[src/rtl/sirq_pkg.sv]
package sirq_pkg;
  localparam int RA_W = 6;
  localparam int RD_W = 8;
  localparam logic [RA_W-1:0] ADR_MASK  = 6'h14;
  localparam logic [RA_W-1:0] ADR_RAW   = 6'h18;
  localparam logic [RA_W-1:0] ADR_MIS   = 6'h1C;
  localparam logic [RA_W-1:0] ADR_CLR   = 6'h20;
  localparam int NSRC = 4;
  // bit positions of the interrupt sources
  localparam int B_OVR = 0;
  localparam int B_TMO = 1;
  localparam int B_RXH = 2;
  localparam int B_TXH = 3;
endpackage

[src/rtl/sirq_fifo.sv]
module sirq_fifo #(
  parameter int W         = 16,
  parameter int DEPTH     = 8,
  parameter bit OVERWRITE = 1'b0
) (
  input  logic                       clk,
  input  logic                       rst_n,
  input  logic                       in_valid,
  output logic                       in_ready,
  input  logic [W-1:0]               in_data,
  output logic                       out_valid,
  input  logic                       out_ready,
  output logic [W-1:0]               out_data,
  output logic [$clog2(DEPTH):0]     level,
  output logic                       ovw
);
  localparam int AW = $clog2(DEPTH);
  localparam int CW = AW + 1;

  logic [W-1:0]  mem [DEPTH];
  logic [AW-1:0] wp, rp;
  logic [CW-1:0] cnt;
  logic          full, push, pop, store;

  assign full      = (cnt == CW'(DEPTH));
  assign out_valid = (cnt != '0);
  assign pop       = out_valid && out_ready;

  generate
    if (OVERWRITE) begin : g_ovw
      assign in_ready = 1'b1;
      assign ovw      = in_valid && full && !pop;
    end else begin : g_bp
      assign in_ready = !full;
      assign ovw      = 1'b0;
    end
  endgenerate

  assign push  = in_valid && in_ready;
  assign store = push && !ovw;

  always_ff @(posedge clk) begin
    if (store)    mem[wp]      <= in_data;
    else if (ovw) mem[wp - 1'b1] <= in_data;
  end

  always_ff @(posedge clk or negedge rst_n) begin
    if (!rst_n) begin
      wp  <= '0;
      rp  <= '0;
      cnt <= '0;
    end else begin
      if (store) wp <= wp + 1'b1;
      if (pop)   rp <= rp + 1'b1;
      case ({store, pop})
        2'b10:   cnt <= cnt + 1'b1;
        2'b01:   cnt <= cnt - 1'b1;
        default: cnt <= cnt;
      endcase
    end
  end

  assign out_data = mem[rp];
  assign level    = cnt;


  no_overflow_chk: assert property (@(posedge clk) disable iff (!rst_n)
    cnt <= CW'(DEPTH));


  order_hold_chk: assert property (@(posedge clk) disable iff (!rst_n)
    (out_valid && !out_ready && !(ovw && cnt == CW'(1))) |=> $stable(out_data));
endmodule

[src/rtl/sirq_rx_timer.sv]
module sirq_rx_timer #(
  parameter int LIMIT = 64
) (
  input  logic clk,
  input  logic rst_n,
  input  logic active,
  input  logic nonempty,
  output logic hit
);
  localparam int CW = $clog2(LIMIT + 1);
  logic [CW-1:0] cnt;

  always_ff @(posedge clk or negedge rst_n) begin
    if (!rst_n)                   cnt <= '0;
    else if (active || !nonempty) cnt <= '0;
    else if (cnt != CW'(LIMIT))   cnt <= cnt + 1'b1;
  end

  assign hit = nonempty && !active && (cnt == CW'(LIMIT - 1));


  restart_chk: assert property (@(posedge clk) disable iff (!rst_n)
    active |=> (cnt == '0));
endmodule

[src/rtl/sirq_regs.sv]
module sirq_regs
  import sirq_pkg::*;
(
  input  logic            clk,
  input  logic            rst_n,
  input  logic            ovr_set,
  input  logic            tmo_set,
  input  logic            rx_half,
  input  logic            tx_half,
  input  logic            reg_wr,
  input  logic [RA_W-1:0] reg_addr,
  input  logic [RD_W-1:0] reg_wdata,
  output logic [RD_W-1:0] reg_rdata,
  output logic [NSRC-1:0] raw,
  output logic            irq
);
  logic [NSRC-1:0] mask, mis;
  logic            ovr_q, tmo_q, clr_wr, msk_wr;
  logic [RD_W-NSRC-1:0] unused_hi;

  assign unused_hi = reg_wdata[RD_W-1:NSRC];
  assign clr_wr = reg_wr && (reg_addr == ADR_CLR);
  assign msk_wr = reg_wr && (reg_addr == ADR_MASK);

  always_ff @(posedge clk or negedge rst_n) begin
    if (!rst_n) begin
      mask  <= '0;
      ovr_q <= 1'b0;
      tmo_q <= 1'b0;
      irq   <= 1'b0;
    end else begin
      if (msk_wr) mask <= reg_wdata[NSRC-1:0];
      if (ovr_set)                     ovr_q <= 1'b1;
      else if (clr_wr && reg_wdata[B_OVR]) ovr_q <= 1'b0;
      if (tmo_set)                     tmo_q <= 1'b1;
      else if (clr_wr && reg_wdata[B_TMO]) tmo_q <= 1'b0;
      irq <= |mis;
    end
  end

  always_comb begin
    raw        = '0;
    raw[B_OVR] = ovr_q;
    raw[B_TMO] = tmo_q;
    raw[B_RXH] = rx_half;
    raw[B_TXH] = tx_half;
  end
  assign mis = raw & mask;

  always_comb begin
    case (reg_addr)
      ADR_MASK: reg_rdata = {{(RD_W-NSRC){1'b0}}, mask};
      ADR_RAW:  reg_rdata = {{(RD_W-NSRC){1'b0}}, raw};
      ADR_MIS:  reg_rdata = {{(RD_W-NSRC){1'b0}}, mis};
      default:  reg_rdata = '0;
    endcase
  end


  sticky_tmo_chk: assert property (@(posedge clk) disable iff (!rst_n)
    (tmo_q && !(clr_wr && reg_wdata[B_TMO])) |=> tmo_q);


  sticky_ovr_chk: assert property (@(posedge clk) disable iff (!rst_n)
    (ovr_q && !(clr_wr && reg_wdata[B_OVR])) |=> ovr_q);
endmodule

[src/rtl/ser_irq_unit.sv]
module ser_irq_unit
  import sirq_pkg::*;
#(
  parameter int W        = 16,
  parameter int DEPTH    = 8,
  parameter int BIT_CLKS = 2
) (
  input  logic                      clk,
  input  logic                      rst_n,
  input  logic                      tx_in_valid,
  output logic                      tx_in_ready,
  input  logic [W-1:0]              tx_in_data,
  output logic                      tx_out_valid,
  input  logic                      tx_out_ready,
  output logic [W-1:0]              tx_out_data,
  input  logic                      rx_in_valid,
  input  logic [W-1:0]              rx_in_data,
  output logic                      rx_out_valid,
  input  logic                      rx_out_ready,
  output logic [W-1:0]              rx_out_data,
  output logic [$clog2(DEPTH):0]    tx_level,
  output logic [$clog2(DEPTH):0]    rx_level,
  input  logic                      reg_wr,
  input  logic [5:0]                reg_addr,
  input  logic [7:0]                reg_wdata,
  output logic [7:0]                reg_rdata,
  output logic                      irq
);
  localparam int CW    = $clog2(DEPTH) + 1;
  localparam int HALF  = DEPTH / 2;
  localparam int LIMIT = 32 * BIT_CLKS;

  logic rx_in_ready, tx_ovw, rx_ovw, tmo_hit, rx_act;
  logic rx_half, tx_half;
  logic [NSRC-1:0] raw;

  sirq_fifo #(.W(W), .DEPTH(DEPTH), .OVERWRITE(1'b0)) u_txf (
    .clk(clk), .rst_n(rst_n),
    .in_valid(tx_in_valid), .in_ready(tx_in_ready), .in_data(tx_in_data),
    .out_valid(tx_out_valid), .out_ready(tx_out_ready), .out_data(tx_out_data),
    .level(tx_level), .ovw(tx_ovw));

  sirq_fifo #(.W(W), .DEPTH(DEPTH), .OVERWRITE(1'b1)) u_rxf (
    .clk(clk), .rst_n(rst_n),
    .in_valid(rx_in_valid), .in_ready(rx_in_ready), .in_data(rx_in_data),
    .out_valid(rx_out_valid), .out_ready(rx_out_ready), .out_data(rx_out_data),
    .level(rx_level), .ovw(rx_ovw));

  assign rx_act = rx_in_valid || (rx_out_valid && rx_out_ready);

  sirq_rx_timer #(.LIMIT(LIMIT)) u_tmr (
    .clk(clk), .rst_n(rst_n), .active(rx_act),
    .nonempty(rx_out_valid), .hit(tmo_hit));

  assign rx_half = (rx_level >= CW'(HALF));
  assign tx_half = (tx_level <= CW'(HALF));

  sirq_regs u_regs (
    .clk(clk), .rst_n(rst_n),
    .ovr_set(rx_ovw), .tmo_set(tmo_hit),
    .rx_half(rx_half), .tx_half(tx_half),
    .reg_wr(reg_wr), .reg_addr(reg_addr), .reg_wdata(reg_wdata),
    .reg_rdata(reg_rdata), .raw(raw), .irq(irq));


  ovr_flag_chk: assert property (@(posedge clk) disable iff (!rst_n)
    (rx_in_valid && rx_level == CW'(DEPTH) && !rx_out_ready) |=> raw[B_OVR]);


  ovr_level_chk: assert property (@(posedge clk) disable iff (!rst_n)
    (rx_in_valid && rx_level == CW'(DEPTH) && !rx_out_ready) |=> (rx_level == CW'(DEPTH)));


  tmo_nonempty_chk: assert property (@(posedge clk) disable iff (!rst_n)
    $rose(raw[B_TMO]) |-> ($past(rx_level) != '0));


  tx_bp_chk: assert property (@(posedge clk) disable iff (!rst_n)
    (tx_level == CW'(DEPTH)) |-> !tx_in_ready);

  logic unused_flags;
  assign unused_flags = rx_in_ready ^ tx_ovw;
endmodule

[config.mk]
export PLATFORM = sky130hd
export DESIGN_NAME = ser_irq_unit
export DESIGN_NICKNAME = d
export VERILOG_FILES = /design/src/rtl/sirq_pkg.sv /design/src/rtl/sirq_fifo.sv /design/src/rtl/sirq_rx_timer.sv /design/src/rtl/sirq_regs.sv /design/src/rtl/ser_irq_unit.sv
export SDC_FILE = /design/constraint.sdc
export NUM_CORES = 1
export LEC_CHECK = 0
export BUFFER_PORTS_ARGS = -buffer_cell sky130_fd_sc_hd__buf_4
export CAP_MARGIN = 10
export CORE_AREA = 5 5 178 180
export DETAILED_ROUTE_END_ITERATION = 6
export DIE_AREA = 0 0 183 185
export HOLD_SLACK_MARGIN = 0.06
export SLEW_MARGIN = 20
export SYNTH_ARGS = -nofsm -noshare
export SYNTH_HDL_FRONTEND = slang
export SYNTH_SLANG_ARGS = --single-unit
[constraint.sdc]
create_clock -name clk -period 4.2 [get_ports clk]
set_clock_uncertainty 0.15 [all_clocks]
set_input_delay 0.63 -clock clk [delete_from_list [all_inputs] [get_ports clk]]
set_output_delay 0.63 -clock clk [all_outputs]
set_load 0.01 [all_outputs]
# == After elaboration in Yosys (flattened, before gate mapping) ==
# Memories as Yosys holds them, arrays and structs flattened.
# Cells that the tools add are included.
# word_totals
ram_bits,256
n_memories,2
register_bits,34
# memory_table
memory,words,word_bits,rd,rd_clocked_by_memory_dff,write_ports,line,rtl
u_rxf.mem,8,16,1,0,1,sirq_fifo.sv:20,logic [W-1:0] mem [DEPTH];
u_txf.mem,8,16,1,0,1,sirq_fifo.sv:20,
# classes
order_cmp,2
n_eq_ne,12
reduce_logical,28
bitwise_logic,1
mux,19
addsub,10
# op_table
op,n
== test 6 x 5 -> 1 bit (second input constant),3
2-to-1 mux 16 bit,1
case mux 4 bit (2 select lines),2
OR reduction 16 bit,1
2-to-1 mux 7 bit,2
adder 3 x 1 -> 3 bit (second input constant),4
logical AND 1 bit,12
2-to-1 mux 1 bit,12
case mux 4 bit (3 select lines),1
nonzero test 2 bit,5
adder 4 x 1 -> 4 bit (second input constant),2
== test 4 bit (second input constant),2
nonzero test 4 bit,2
subtractor 4 x 1 -> 4 bit (second input constant),2
adder 7 x 1 -> 7 bit (second input constant),1
== test 7 x 6 -> 1 bit (second input constant),1
!= test 7 bit (second input constant),1
== test 6 bit (second input constant),1
zero test 1 bit,5
AND 4 bit,1
== test 2 x 1 -> 1 bit (second input constant),2
== test 2 bit (second input constant),2
greater-or-equal comparator 4 x 3 -> 1 bit (second input constant),1
<= comparator 4 x 3 -> 1 bit (second input constant),1
4 further kinds,5

# == Longest topological paths before layout ==
# logic_depth
depth_word,10
depth_mapped,10
ltp_nobuf,10

# == By module ==
# From an unflattened synthesis, not the netlist that was laid out.
# unflattened
hier_cells,625
hier_area_um2,12074.1
# modules_own_cells
module,cells_each,area_per_inst_um2,seq_area_each_um2,instances
sirq_fifo at u_rxf,291,5700.5,4093.9,1
sirq_fifo at u_txf,245,5507.8,4093.9,1
sirq_regs,45,442.9,175.2,1
sirq_rx_timer,40,397.9,175.2,1
ser_irq_unit,4,25.0,0.0,1

# == Least setup slack after synthesis ==
# OpenSTA, ideal clock, no wires.
# synth_path
path_type,reg-to-reg
startpoint,register u_rxf.wp[0]
endpoint,memory u_rxf.mem[2][0] (enable)
t_arrival_ps,2984
setup_time_ps,414
path_stages_with_launch,7
slack_ps,653
synth_period_minus_slack_ps,3547
n_path_buf,2
required_time_ps,3636
cell_sequence,dfrtp_1 clkbuf_1 clkinv_1 ha_1 clkbuf_1 or4_1 a21boi_0
# synth_between
elab_chain_len,2
# synth_lines
element,line,rtl
"start, declared",sirq_fifo.sv:21,"logic [AW-1:0] wp, rp;"
"start signal, assigned",sirq_fifo.sv:53,if (store) wp <= wp + 1'b1;
subtractor 3 x 1 -> 3 bit,sirq_fifo.sv:44,else if (ovw) mem[wp - 1'b1] <= in_data;
2-to-1 mux 3 bit (no line) (*),-,
"end, declared",sirq_fifo.sv:20,
# Mark *: on every way between the ends. The rest lies on a longest branch, timed or not.

# == Worst setup path after layout ==
# layout_path
startpoint,register u_rxf.rp[0]
endpoint,output port rx_out_data[13]
# layout_between
elab_chain_len,1
# layout_lines
element,line,rtl
"start, declared",sirq_fifo.sv:21,
"start signal, assigned",sirq_fifo.sv:54,if (pop) rp <= rp + 1'b1;
memory read (8 x 16 bit),-,
"end, declared",ser_irq_unit.sv:20,"output logic [W-1:0] rx_out_data,"
# No other way between the ends.

==> flow_summary_export.csv <==
group,metric,value,unit
status,status,"completed",
final_layout,fin_area,13890,um2
yosys,synth_edf_count,256,
drt,postRouteAntennaNets,0,
worst_setup_path,path_cells,"buf_4, mux4_2, mux2_2, buf_4",
clock_network,cts_max_level,1,
placed_design,portBuffers,96,
floorplan,die_area,33860,um2
worst_setup_path,critPathCaptureType,"output pin",
clock_network,cts_setup_buffers,0,
worst_setup_path,critPathBufInv,2,
final_layout,antenna_cells,0,
floorplan,core,30030,um2
floorplan,dieWidth,183,um
yosys,seq_area_frac_synth,72.62,%
timing,slew_headroom,31.30,%
floorplan,rows,64,
yosys,synth_area_leaders,"edfxtp_1 (65%), mux4_2 (12%), dfrtp_1 (7.2%)",
timing,worstMarginPinSlew,1.027,ns
worst_setup_path,cp_top_family,"multiplexers",
worst_setup_path,cp_common_cell,"buf_4",
global_route,grt_pass1_vias,6331,
global_route,grt_use_total,13.66,%
worst_setup_path,worst-setup-path-type,"reg2out",
drt,drc,0,
drt,wirelength,23310,um
floorplan,pin_count,105,
power_and_ir_drop,power_frac_clock,25.3,%
floorplan,start_util,39.15,%
final_layout,final_cells,1145,
drt,dr.pass1.iters,4,
power_and_ir_drop,ir_drop,0.3854,mV
floorplan,die_height,185,um
timing,hold_viol_final,0,
clock_network,clk_latency,0.54,ns
yosys,syn_area,11760,um2
yosys,synth_ff_type,"edfxtp_1",
clock_network,cts_tree,"done",
worst_hold_path,hold_class,"in2reg",
worst_setup_path,slowest_delay,0.73,ns
power_and_ir_drop,power_frac_seq,43.7,%
timing,rsz0062_at_grt,"no",
clock_network,cts_root_buf,"clkbuf_16",
global_route,grt_pass1_wl,36270,um
final_layout,final_util,46.27,%
clock_network,clkTransAtPathRegs,0.06,ns
timing,fmax,293.6,MHz
power_and_ir_drop,p_leak,4.779,nW
drt,first_iter_violations,251,
final_layout,nets,792,
drt,vias,5906,
final_layout,syn_to_final_growth,18.18,%
worst_setup_path,crit_required,3.42,ns
clock_network,hold_buffers,1,
yosys,synth_cells,608,
yosys,yosysMostFrequentCell,"edfxtp_1",
yosys,yosys_warnings,0,
worst_setup_path,cp_max_fo,17,
final_layout,drive_above_1_share,36.05,%
placed_design,placed_cell_area,12990,um2
yosys,synth_top_area_cell,"edfxtp_1",
global_route,antenna_found_initial,0,
placed_design,place_congestion,0.7870,
worst_setup_path,crit_path_start_kind,"flip-flop",
drt,avgViaCountPerCell,5.158,
yosys,ys_top_cells_by_count,"edfxtp_1 (256), mux4_2 (64), mux2_2 (37), dfrtp_1 (34), clkbuf_1 (20)",
clock_network,clockBufferDepth,3,
clock_network,cts_buffers,30,
yosys,yosys_register_bits,290,
global_route,grt_overflow,0,
worst_setup_path,arrival,2.63,ns
flow_run,drv_cap,0,
worst_setup_path,cpMaxStageDelayCell,"dfrtp_2",
yosys,async_reset_ff_share,11.72,%
timing,finalSetupTns,0,ns
power_and_ir_drop,internal_power,6.567,mW
timing,holdWs,0.1605,ns
power_and_ir_drop,swShare,29.93,%
yosys,synth_top_area_share,65.38,%
timing,setup_viol,0,
power_and_ir_drop,p_sw,2.806,mW
clock_network,numClockSinks,290,
power_and_ir_drop,pwr-share-comb,31.0,%
timing,final_max_slew_viol_count,0,
timing,period_share,81.10,%
drt,routedWlPerCell,20.36,um
yosys,netlist-cell-type-count,52,
placed_design,dp.cells,1088,
clock_network,cts_resized,0,
placed_design,hpwlAfterDp,14290,um
global_route,grt_max_degree,35,
timing,fin_crit,3.406,ns
yosys,syn_avg_cell_area,19.34,um2
power_and_ir_drop,power_density,674.6,nW/um2
-- area by class of cell --
class                           instances  area, um2
Sequential cell                       290       8542
Tap cell                              396      495.5
Clock buffer                           41      802.0
Inverter                               19      71.32
Multi-Input combinational cell        268       3017
Timing Repair Buffer                  116      873.3
Fill cell                            2545      16130
Clock inverter                         15      93.84
-- state kept, by name (all words and copies together), names as in the netlist, 3 cells and up --
name / count
u_rxf.wp: 3
u_txf.rp: 3
u_regs.mask: 4
u_rxf.mem: 128
u_txf.level: 4
u_rxf.level: 4
u_txf.wp: 3
u_tmr.cnt: 7
u_txf.mem: 128
u_rxf.rp: 3
-- worst min-delay path, delay by kind of cell --
family,cells,cell delay (ns)
compound gates,1,0.06
buf+inv,1,0.08
simple gates,1,0.04
-- metrics by stage --
stage | power [mW] | setup WS [ns]
global route | 9.905 | 0.5918
detailed placement | 7.134 | 1.197
global placement | 7.015 | 1.282
floorplan | 5.942 | 0.6528
finish | 9.373 | 0.7937
CTS | 9.531 | 0.7045
-- path summary, 6_finish.rpt --
path                              endpoint  cells after the start            from  slack [ns]
setup / recovery           rx_out_data[13]                      4     u_rxf.rp[0]        0.79
hold / removal              u_regs.mask[0]                      3    reg_wdata[0]        0.16
setup reg to reg            u_rxf.level[3]                     10  u_rxf.level[3]        1.24
hold reg to reg                u_txf.rp[0]                      1     u_txf.rp[0]        0.37
max in group asynchronous      u_txf.rp[0]                      2           rst_n        3.09
min in group asynchronous   u_rxf.level[3]                      2           rst_n        0.44
-- power by group through the flow --
stage | sequential (mW) | combinational, mW | clock, mW
6_report | 4.09 | 2.91 | 2.37
3_3_place_gp | 4.12 | 2.89 | 0
2_1_floorplan | 3.86 | 2.08 | 0
3_5_place_dp | 4.16 | 2.97 | 0
4_1_cts | 4.11 | 2.98 | 2.44
5_1_grt | 4.17 | 3.17 | 2.57
-- cells in the final DEF, fill, tap and decap left out, types with 4 or more instances in the layout --
| master | count |
|---|---|
| conb_1 | 4 |
| o21ai_0 | 11 |
| mux4_2 | 64 |
| clkinv_1 | 4 |
| xnor2_1 | 12 |
| nor2_1 | 16 |
| mux2_2 | 37 |
| or3_1 | 4 |
| clkbuf_1 | 10 |
| xor2_1 | 6 |
| nand4_1 | 5 |
| nand2b_1 | 6 |
| nand2_1 | 19 |
| inv_1 | 18 |
| nor4_1 | 4 |
| clkinv_2 | 7 |
| a21boi_1 | 6 |
| a221oi_1 | 4 |
| clkbuf_16 | 30 |
| buf_4 | 115 |
| ha_1 | 12 |
| dfrtp_1 | 31 |
| or4_1 | 5 |
| nand3_1 | 12 |
| edfxtp_1 | 256 |
-- cells by family after synthesis --
| logic type | Yosys count | share of synthesized area [%] |
|---|---|---|
| AOI/OAI and AO/OA | 36 | 2.075 |
| other | 1 | 0.03189 |
| xor gates and xnor gates | 18 | 1.341 |
| adders and majority gates | 14 | 1.618 |
| buffers and inverters | 53 | 1.958 |
| and+or+nand+nor | 92 | 4.299 |
| DFF | 290 | 72.62 |
| muxes | 104 | 16.06 |
-- layer usage --
| layer | track usage [%] | wire [um] |
|---|---|---|
| met5 | 0 | 0 |
| met2 | 23.84 | 11860 |
| met4 | 2.861 | 461 |
| met3 | 2.730 | 1258 |
| met1 | 17.95 | 9725 |
Note: power is estimated with default switching activity, not from simulation.
